File: src/rtl/reloop_pkg.sv
package reloop_pkg;
  localparam int WORD_W = 37;
  localparam int GRP_MSB = 36;
  localparam int OP_MSB = 32;
  localparam logic [2:0] OP_KILL = 3'b111;

  typedef logic [WORD_W-1:0] word_t;

  typedef enum logic [1:0] {
    GRP_SOLO   = 2'b00,
    GRP_SOLO_K = 2'b01,
    GRP_BODY   = 2'b10,
    GRP_TAIL   = 2'b11
  } grp_e;

  function automatic grp_e grp_of(input word_t w);
    return grp_e'(w[GRP_MSB -: 2]);
  endfunction

  // body or tail: takes part in relooping
  function automatic logic is_grouped(input word_t w);
    return grp_of(w) == GRP_BODY || grp_of(w) == GRP_TAIL;
  endfunction

  // tail or killable solo: target of a waiting kill
  function automatic logic is_killable(input word_t w);
    return grp_of(w) == GRP_TAIL || grp_of(w) == GRP_SOLO_K;
  endfunction

  function automatic logic is_kill(input word_t w);
    return w[OP_MSB -: 3] == OP_KILL;
  endfunction
endpackage

File: src/rtl/reloop_fifo.sv
module reloop_fifo
  import reloop_pkg::*;
#(
  parameter int DEPTH = 8,
  parameter int CW = $clog2(DEPTH + 1)
) (
  input  logic          clk,
  input  logic          rst_n,
  input  logic          push,
  input  word_t         push_word,
  input  logic          pop,
  output word_t         head_word,
  output logic [CW-1:0] count
);
  localparam int AW = (DEPTH > 1) ? $clog2(DEPTH) : 1;
  localparam logic [AW-1:0] LAST = AW'(DEPTH - 1);

  word_t mem [DEPTH];
  logic [AW-1:0] rd_ptr;
  logic [AW-1:0] wr_ptr;

  function automatic logic [AW-1:0] bump(input logic [AW-1:0] p);
    return (p == LAST) ? '0 : p + 1'b1;
  endfunction

  always_ff @(posedge clk or negedge rst_n) begin
    if (!rst_n) begin
      rd_ptr <= '0;
      wr_ptr <= '0;
      count  <= '0;
    end else begin
      if (push) wr_ptr <= bump(wr_ptr);
      if (pop)  rd_ptr <= bump(rd_ptr);
      case ({push, pop})
        2'b10:   count <= count + 1'b1;
        2'b01:   count <= count - 1'b1;
        default: count <= count;
      endcase
    end
  end

  always_ff @(posedge clk) begin
    if (push) mem[wr_ptr] <= push_word;
  end

  assign head_word = mem[rd_ptr];

  // storage never overflows or underflows
  a_r10_no_overflow: assert property (@(posedge clk) disable iff (!rst_n)
    (push && !pop) |-> (count < CW'(DEPTH)));
  a_r10_no_underflow: assert property (@(posedge clk) disable iff (!rst_n)
    pop |-> (count != '0));
endmodule

File: src/rtl/reloop_deck.sv
module reloop_deck
  import reloop_pkg::*;
(
  input  logic  clk,
  input  logic  rst_n,
  input  logic  head_avail,
  input  word_t head_word,
  input  logic  grp_lock,
  input  logic  exec_ok,
  input  logic  pred_ok,
  input  logic  loop_nz,
  input  logic  kill_pend,
  output logic  od_valid,
  output word_t od_word,
  output logic  pop,
  output logic  dup_push,
  output logic  exec_fire,
  output logic  kill_now,
  output logic  grp_leave
);
  logic od_new;
  logic die_now;
  logic go_now;
  logic od_leave;
  logic head_free;

  always_comb begin
    kill_now  = kill_pend && od_valid && is_killable(od_word);
    die_now   = od_valid && od_new && is_grouped(od_word) && !loop_nz && !kill_now;
    dup_push  = od_valid && od_new && is_grouped(od_word) && loop_nz && !kill_now;
    go_now    = od_valid && !kill_now && !die_now && exec_ok;
    exec_fire = go_now && pred_ok;
    od_leave  = kill_now || die_now || go_now;
    grp_leave = od_leave && is_grouped(od_word);
    // a group word waits in the queue until its tail is in
    head_free = !is_grouped(head_word) || grp_lock;
    pop       = head_avail && head_free && (!od_valid || od_leave);
  end

  always_ff @(posedge clk or negedge rst_n) begin
    if (!rst_n) begin
      od_valid <= 1'b0;
      od_new   <= 1'b0;
      od_word  <= '0;
    end else if (pop) begin
      od_valid <= 1'b1;
      od_new   <= 1'b1;
      od_word  <= head_word;
    end else begin
      od_new <= 1'b0;
      if (od_leave) od_valid <= 1'b0;
    end
  end

  // a waiting on-deck word stays put and unchanged
  a_r5_deck_holds: assert property (@(posedge clk) disable iff (!rst_n)
    ($past(od_valid) && !$past(od_leave)) |-> (od_valid && $stable(od_word) && !od_new));
  // a group word reaches deck only after the group lock was raised
  a_r12_grp_complete: assert property (@(posedge clk) disable iff (!rst_n)
    (od_new && is_grouped(od_word)) |-> $past(grp_lock));
endmodule

File: src/rtl/reloop_admit.sv
module reloop_admit
  import reloop_pkg::*;
#(
  parameter int DEPTH = 8,
  parameter int CW = $clog2(DEPTH + 1)
) (
  input  logic          clk,
  input  logic          rst_n,
  input  logic          in_valid,
  input  word_t         in_word,
  input  logic          dup_push,
  input  word_t         dup_word,
  input  logic [CW-1:0] q_count,
  input  logic          kill_now,
  input  logic          grp_leave,
  output logic          in_ready,
  output logic          fifo_push,
  output word_t         fifo_word,
  output logic          kill_pend,
  output logic          grp_lock
);
  localparam int GW = CW + 1;

  logic [GW-1:0] grp_cnt;
  logic [GW-1:0] grp_cnt_nxt;
  logic          lock_nxt;
  logic          word_kill;
  logic          space_ok;
  logic          take;
  logic          take_kill;
  logic          take_norm;

  function automatic logic [GW-1:0] grp_step(input logic [GW-1:0] c, input logic add_ext,
                                              input logic add_dup, input logic sub_leave);
    return c + GW'(add_ext) + GW'(add_dup) - GW'(sub_leave);
  endfunction

  always_comb begin
    word_kill   = is_kill(in_word);
    space_ok    = q_count < CW'(DEPTH - 1);
    in_ready    = word_kill ? !kill_pend : (!dup_push && !grp_lock && space_ok);
    take        = in_valid && in_ready;
    take_kill   = take && word_kill;
    take_norm   = take && !word_kill;
    fifo_push   = dup_push || take_norm;
    fifo_word   = dup_push ? dup_word : in_word;
    grp_cnt_nxt = grp_step(grp_cnt, take_norm && is_grouped(in_word), dup_push, grp_leave);
    lock_nxt    = (grp_lock || (take_norm && grp_of(in_word) == GRP_TAIL)) && (grp_cnt_nxt != '0);
  end

  always_ff @(posedge clk or negedge rst_n) begin
    if (!rst_n) begin
      grp_cnt   <= '0;
      grp_lock  <= 1'b0;
      kill_pend <= 1'b0;
    end else begin
      grp_cnt  <= grp_cnt_nxt;
      grp_lock <= lock_nxt;
      if (take_kill)     kill_pend <= 1'b1;
      else if (kill_now) kill_pend <= 1'b0;
    end
  end

  // the lock only drops once no group word is left
  a_r6_lock_drained: assert property (@(posedge clk) disable iff (!rst_n)
    $fell(grp_lock) |-> (grp_cnt == '0));
  // a waiting kill leaves only by striking
  a_r7_kill_waits: assert property (@(posedge clk) disable iff (!rst_n)
    (kill_pend && !kill_now) |=> kill_pend);
endmodule

File: src/rtl/reloop_queue.sv
module reloop_queue
  import reloop_pkg::*;
#(
  parameter int DEPTH = 8,
  localparam int CW = $clog2(DEPTH + 1)
) (
  input  logic          clk,
  input  logic          rst_n,
  input  logic          in_valid,
  input  logic [36:0]   in_word,
  output logic          in_ready,
  input  logic          exec_ok,
  input  logic          pred_ok,
  input  logic          loop_nz,
  output logic          od_valid,
  output logic [36:0]   od_word,
  output logic          exec_fire,
  output logic          lc_clear,
  output logic [CW-1:0] q_count,
  output logic          grp_lock,
  output logic          kill_waiting
);
  logic  fifo_push;
  logic  fifo_pop;
  word_t fifo_word;
  word_t head_word;
  logic  dup_push;
  logic  kill_now;
  logic  grp_leave;
  logic  kill_pend;

  reloop_admit #(.DEPTH(DEPTH), .CW(CW)) admit_i (
    .clk(clk), .rst_n(rst_n), .in_valid(in_valid), .in_word(in_word),
    .dup_push(dup_push), .dup_word(od_word), .q_count(q_count),
    .kill_now(kill_now), .grp_leave(grp_leave), .in_ready(in_ready),
    .fifo_push(fifo_push), .fifo_word(fifo_word), .kill_pend(kill_pend),
    .grp_lock(grp_lock)
  );

  reloop_fifo #(.DEPTH(DEPTH), .CW(CW)) fifo_i (
    .clk(clk), .rst_n(rst_n), .push(fifo_push), .push_word(fifo_word),
    .pop(fifo_pop), .head_word(head_word), .count(q_count)
  );

  reloop_deck deck_i (
    .clk(clk), .rst_n(rst_n), .head_avail(q_count != '0), .head_word(head_word),
    .grp_lock(grp_lock), .exec_ok(exec_ok), .pred_ok(pred_ok), .loop_nz(loop_nz),
    .kill_pend(kill_pend), .od_valid(od_valid), .od_word(od_word), .pop(fifo_pop),
    .dup_push(dup_push), .exec_fire(exec_fire), .kill_now(kill_now),
    .grp_leave(grp_leave)
  );

  assign lc_clear     = kill_now;
  assign kill_waiting = kill_pend;

  // a copy always lands in a free slot
  a_r10_copy_fits: assert property (@(posedge clk) disable iff (!rst_n)
    dup_push |-> (q_count < CW'(DEPTH)));
  // the clear request is a single-cycle pulse
  a_r7_clear_pulse: assert property (@(posedge clk) disable iff (!rst_n)
    lc_clear |=> !lc_clear);
endmodule

File: config.mk
export PLATFORM = sky130hd
export DESIGN_NAME = reloop_queue
export DESIGN_NICKNAME = d
export VERILOG_FILES = /design/src/rtl/reloop_pkg.sv /design/src/rtl/reloop_fifo.sv /design/src/rtl/reloop_deck.sv /design/src/rtl/reloop_admit.sv /design/src/rtl/reloop_queue.sv
export SDC_FILE = /design/constraint.sdc
export NUM_CORES = 1
export LEC_CHECK = 0
export BUFFER_PORTS_ARGS = -buffer_cell sky130_fd_sc_hd__clkbuf_2
export CORE_ASPECT_RATIO = 1.5
export CORE_UTILIZATION = 28
export DETAILED_ROUTE_END_ITERATION = 10
export PLACE_DENSITY = 0.42
export SLEW_MARGIN = 0
export SYNTH_ARGS = -nofsm -noshare
export SYNTH_HDL_FRONTEND = slang
export SYNTH_SLANG_ARGS = --single-unit
File: constraint.sdc
create_clock -name clk -period 4.85 [get_ports clk]
set_input_delay 0.2425 -clock clk [delete_from_list [all_inputs] [get_ports clk]]
set_output_delay 0.2425 -clock clk [all_outputs]
set_load 0.01 [all_outputs]
==> metrics.yaml <==
combPwrFrac: 0.310
seqPwrFrac: 0.431
clk_pin_slew_worst_paths_ns: 0.06
power.density_mw_per_mm2: 602.7
syn-cell-area_mm2: 0.01440
gp_congestion: 0.7043
grt_busiest_layer: "met2"
grt_pass1_vias: 7259
critPathKind: "flip-flop to flip-flop"
grt_overflow: 0
status: "complete, no violations"
setup_ws_ns: 1.693
finClkSkew_ns: 0.02291
place_ws_ns: 1.608
ys_warn_count: 0
final_common_cell: "edfxtp_1"
io_buffers: 89
p_sw_frac: 0.3091
clkLatencyLatePin_ns: 0.54
dieArea_mm2: 0.05234
endpoint_kind: "flip-flop"
grt.total_usage: 0.1232
drcViolationCount: 0
synth_fp_nets: 730
drive_gt1_frac: 0.3667
synth_cell_type_count: 43
start_util: 0.2841
leakagePower_nw: 5.850
place_hpwl_um: 17770
fin_crit_sh: 0.6509
crit_arrival_ns: 3.55
finalSetupTns_ns: 0
pwr-share-clk: 0.260
rsz0062_at_grt: "false"
syn_area_per_cell_um2: 21.39
maxSlewHeadroom: 0.3427
clock_path_buffers: 3
routed_via_density: 4.473
syn_inst: 673
startpoint_type: "flip-flop"
ctsResizeCount: 0
die_h_um: 279.7
worst_pin_slew_ns: 0.9859
vdd_drop_max_v: 0.0003207
cts_num_sinks: 352
ys_seq_area_frac: 0.7148
use_met2: 0.2193
drv_cap: 0
ys_seq_elements: 352
rows: 101
io_pins: 90
slew_violations: 0
syn_to_final_growth_pct: 16.62
period_needed_ns: 3.157
numCtsBuffers: 36
p_int_mw: 6.990
use_met1: 0.1522
ys_async_sr_fraction: 0.1591
nets: 849
drt_pass1_iterations: 4
layout_common_cells: "296 x edfxtp_1, 104 x mux2_2, 88 x clkbuf_2"
detail-route-antenna-nets: 0
final-setup-viol-count: 0
synth-edff-count: 296
clockRootBuffer: "clkbuf_16"
worstHoldPathType: "primary input to flip-flop"
required_ns: 5.24
met3_usage: 0.01854
grt_pass1_wl_um: 47480
core_mm2: 0.05067
switchingPower_mw: 3.128
fmax_ghz: 0.3168
cts_tree: "done"
grt_max_degree: 57
synthFlopType: "edfxtp_1"
die_width_um: 187.1
antenna_found_initial: 0
vias: 6656
wire_per_inst_um: 21.27
wl_um: 31640
crit_path_max_fanout: 38
drtIter0Drc: 206
hold_viol: 0
cts-htree-levels: 2
## through the flow
stage	power, mW	hold WS, ns	utilization	std cells	area [um^2]
final	10.12	0.03189	0.3313	1488	16790
after global routing	10.71	0.05717	0.3313	1487	16790
after CTS	10.35	0.01499	0.3313	1487	16790
after detailed placement	7.669	0.4771	0.3097	1422	15690
after global placement	7.669	0.4721	0.3097	1422	15690
after floorplan	6.691	-0.05309	-	673	14400
## final timing paths
path | from | endpoint | slack (ns) | cells after the start
worst max-delay path | deck_i.od_valid | admit_i.grp_lock | 1.69 | 12
worst min-delay path | in_word[35] | admit_i.grp_lock | 0.03 | 3
worst max register to register | deck_i.od_valid | admit_i.grp_lock | 1.69 | 12
worst min register to register | deck_i.od_word[34] | deck_i.od_word[34] | 0.53 | 1
max in group asynchronous | rst_n | fifo_i.rd_ptr[1] | 3.67 | 2
min in group asynchronous | rst_n | deck_i.od_word[26] | 0.40 | 2
## power by group through the flow
| stage | Clock, mW | Combinational, mW | Sequential (mW) |
|---|---|---|---|
| CTS | 2.72 | 3.25 | 4.38 |
| global route | 2.81 | 3.46 | 4.44 |
| floorplan | 0 | 2.47 | 4.23 |
| finish | 2.63 | 3.13 | 4.36 |
| detailed placement | 0 | 3.23 | 4.44 |
| global placement | 0 | 3.23 | 4.44 |
## registers in the layout (all words and copies together) (netlist names)
name / count
admit_i.grp_cnt: 5
fifo_i.wr_ptr: 3
deck_i.od_new: 1
fifo_i.count: 4
admit_i.kill_pend: 1
fifo_i.rd_ptr: 3
deck_i.od_valid: 1
fifo_i.mem: 296
admit_i.grp_lock: 1
deck_i.od_word: 37
## synth_stat cells (all sizes together) (3+ instances only)
cell / number / share of area
a21o: 4 / 0.0021
a21oi: 8 / 0.0028
buf: 21 / 0.012
clkbuf: 8 / 0.0021
dfrtp: 56 / 0.097
edfxtp: 296 / 0.62
fa: 3 / 0.0042
ha: 11 / 0.0096
inv: 13 / 0.0034
mux2: 113 / 0.091
mux2i: 4 / 0.0028
mux4: 72 / 0.13
nand2: 6 / 0.0016
nand2b: 6 / 0.0026
nand3: 3 / 0.0010
nor2: 14 / 0.0042
nor3: 5 / 0.0025
o21ai: 4 / 0.0014
xnor2: 4 / 0.0024
xor2: 4 / 0.0024
## cell families (layout without fill, tap and decap cells)
kind of cell	Yosys count	in the layout	share of synthesized area
compound gates	25	25	0.01156
xor+xnor	8	8	0.004867
fa+ha+maj	14	14	0.01373
buf+inv	42	187	0.01790
flops	352	352	0.7148
mux	189	189	0.2213
other cells	0	1	0
simple gates	43	43	0.01591
## worst max-delay path, stage by stage, from the launching register on
cell	delay (ns)
dfrtp_1	0.45
nand4_1	0.27
nor2_4	0.17
buf_4	0.54
inv_1	0.14
fa_1	0.41
inv_1	0.10
fa_1	0.21
a21o_1	0.12
a21oi_1	0.07
xnor2_1	0.14
nor4_1	0.27
a21oi_1	0.12
## layout make-up
class                   instances  area (um^2)
diodes                          1        2.502
clock buffers                  51        978.4
clock inverters                13        103.9
fillers                      4746        33890
inverters                      13        48.80
multi-input cells             279         3911
flip-flops and latches        352        10300
well taps                     669        837.1
repair buffers                110        608.1
## routing by layer
layer / wire length, um / up-vias
li1: - / 3027
met1: 13690 / 3471
met2: 16400 / 114
met3: 895 / 44
met4: 658 / 0
met5: 0 / -
## what timing repair did
action,in CTS,in global routing
setup buffers,0,0
endpoints found under the hold margin,56,0
hold buffers,1,0
Power figures use the tool's default switching activity.
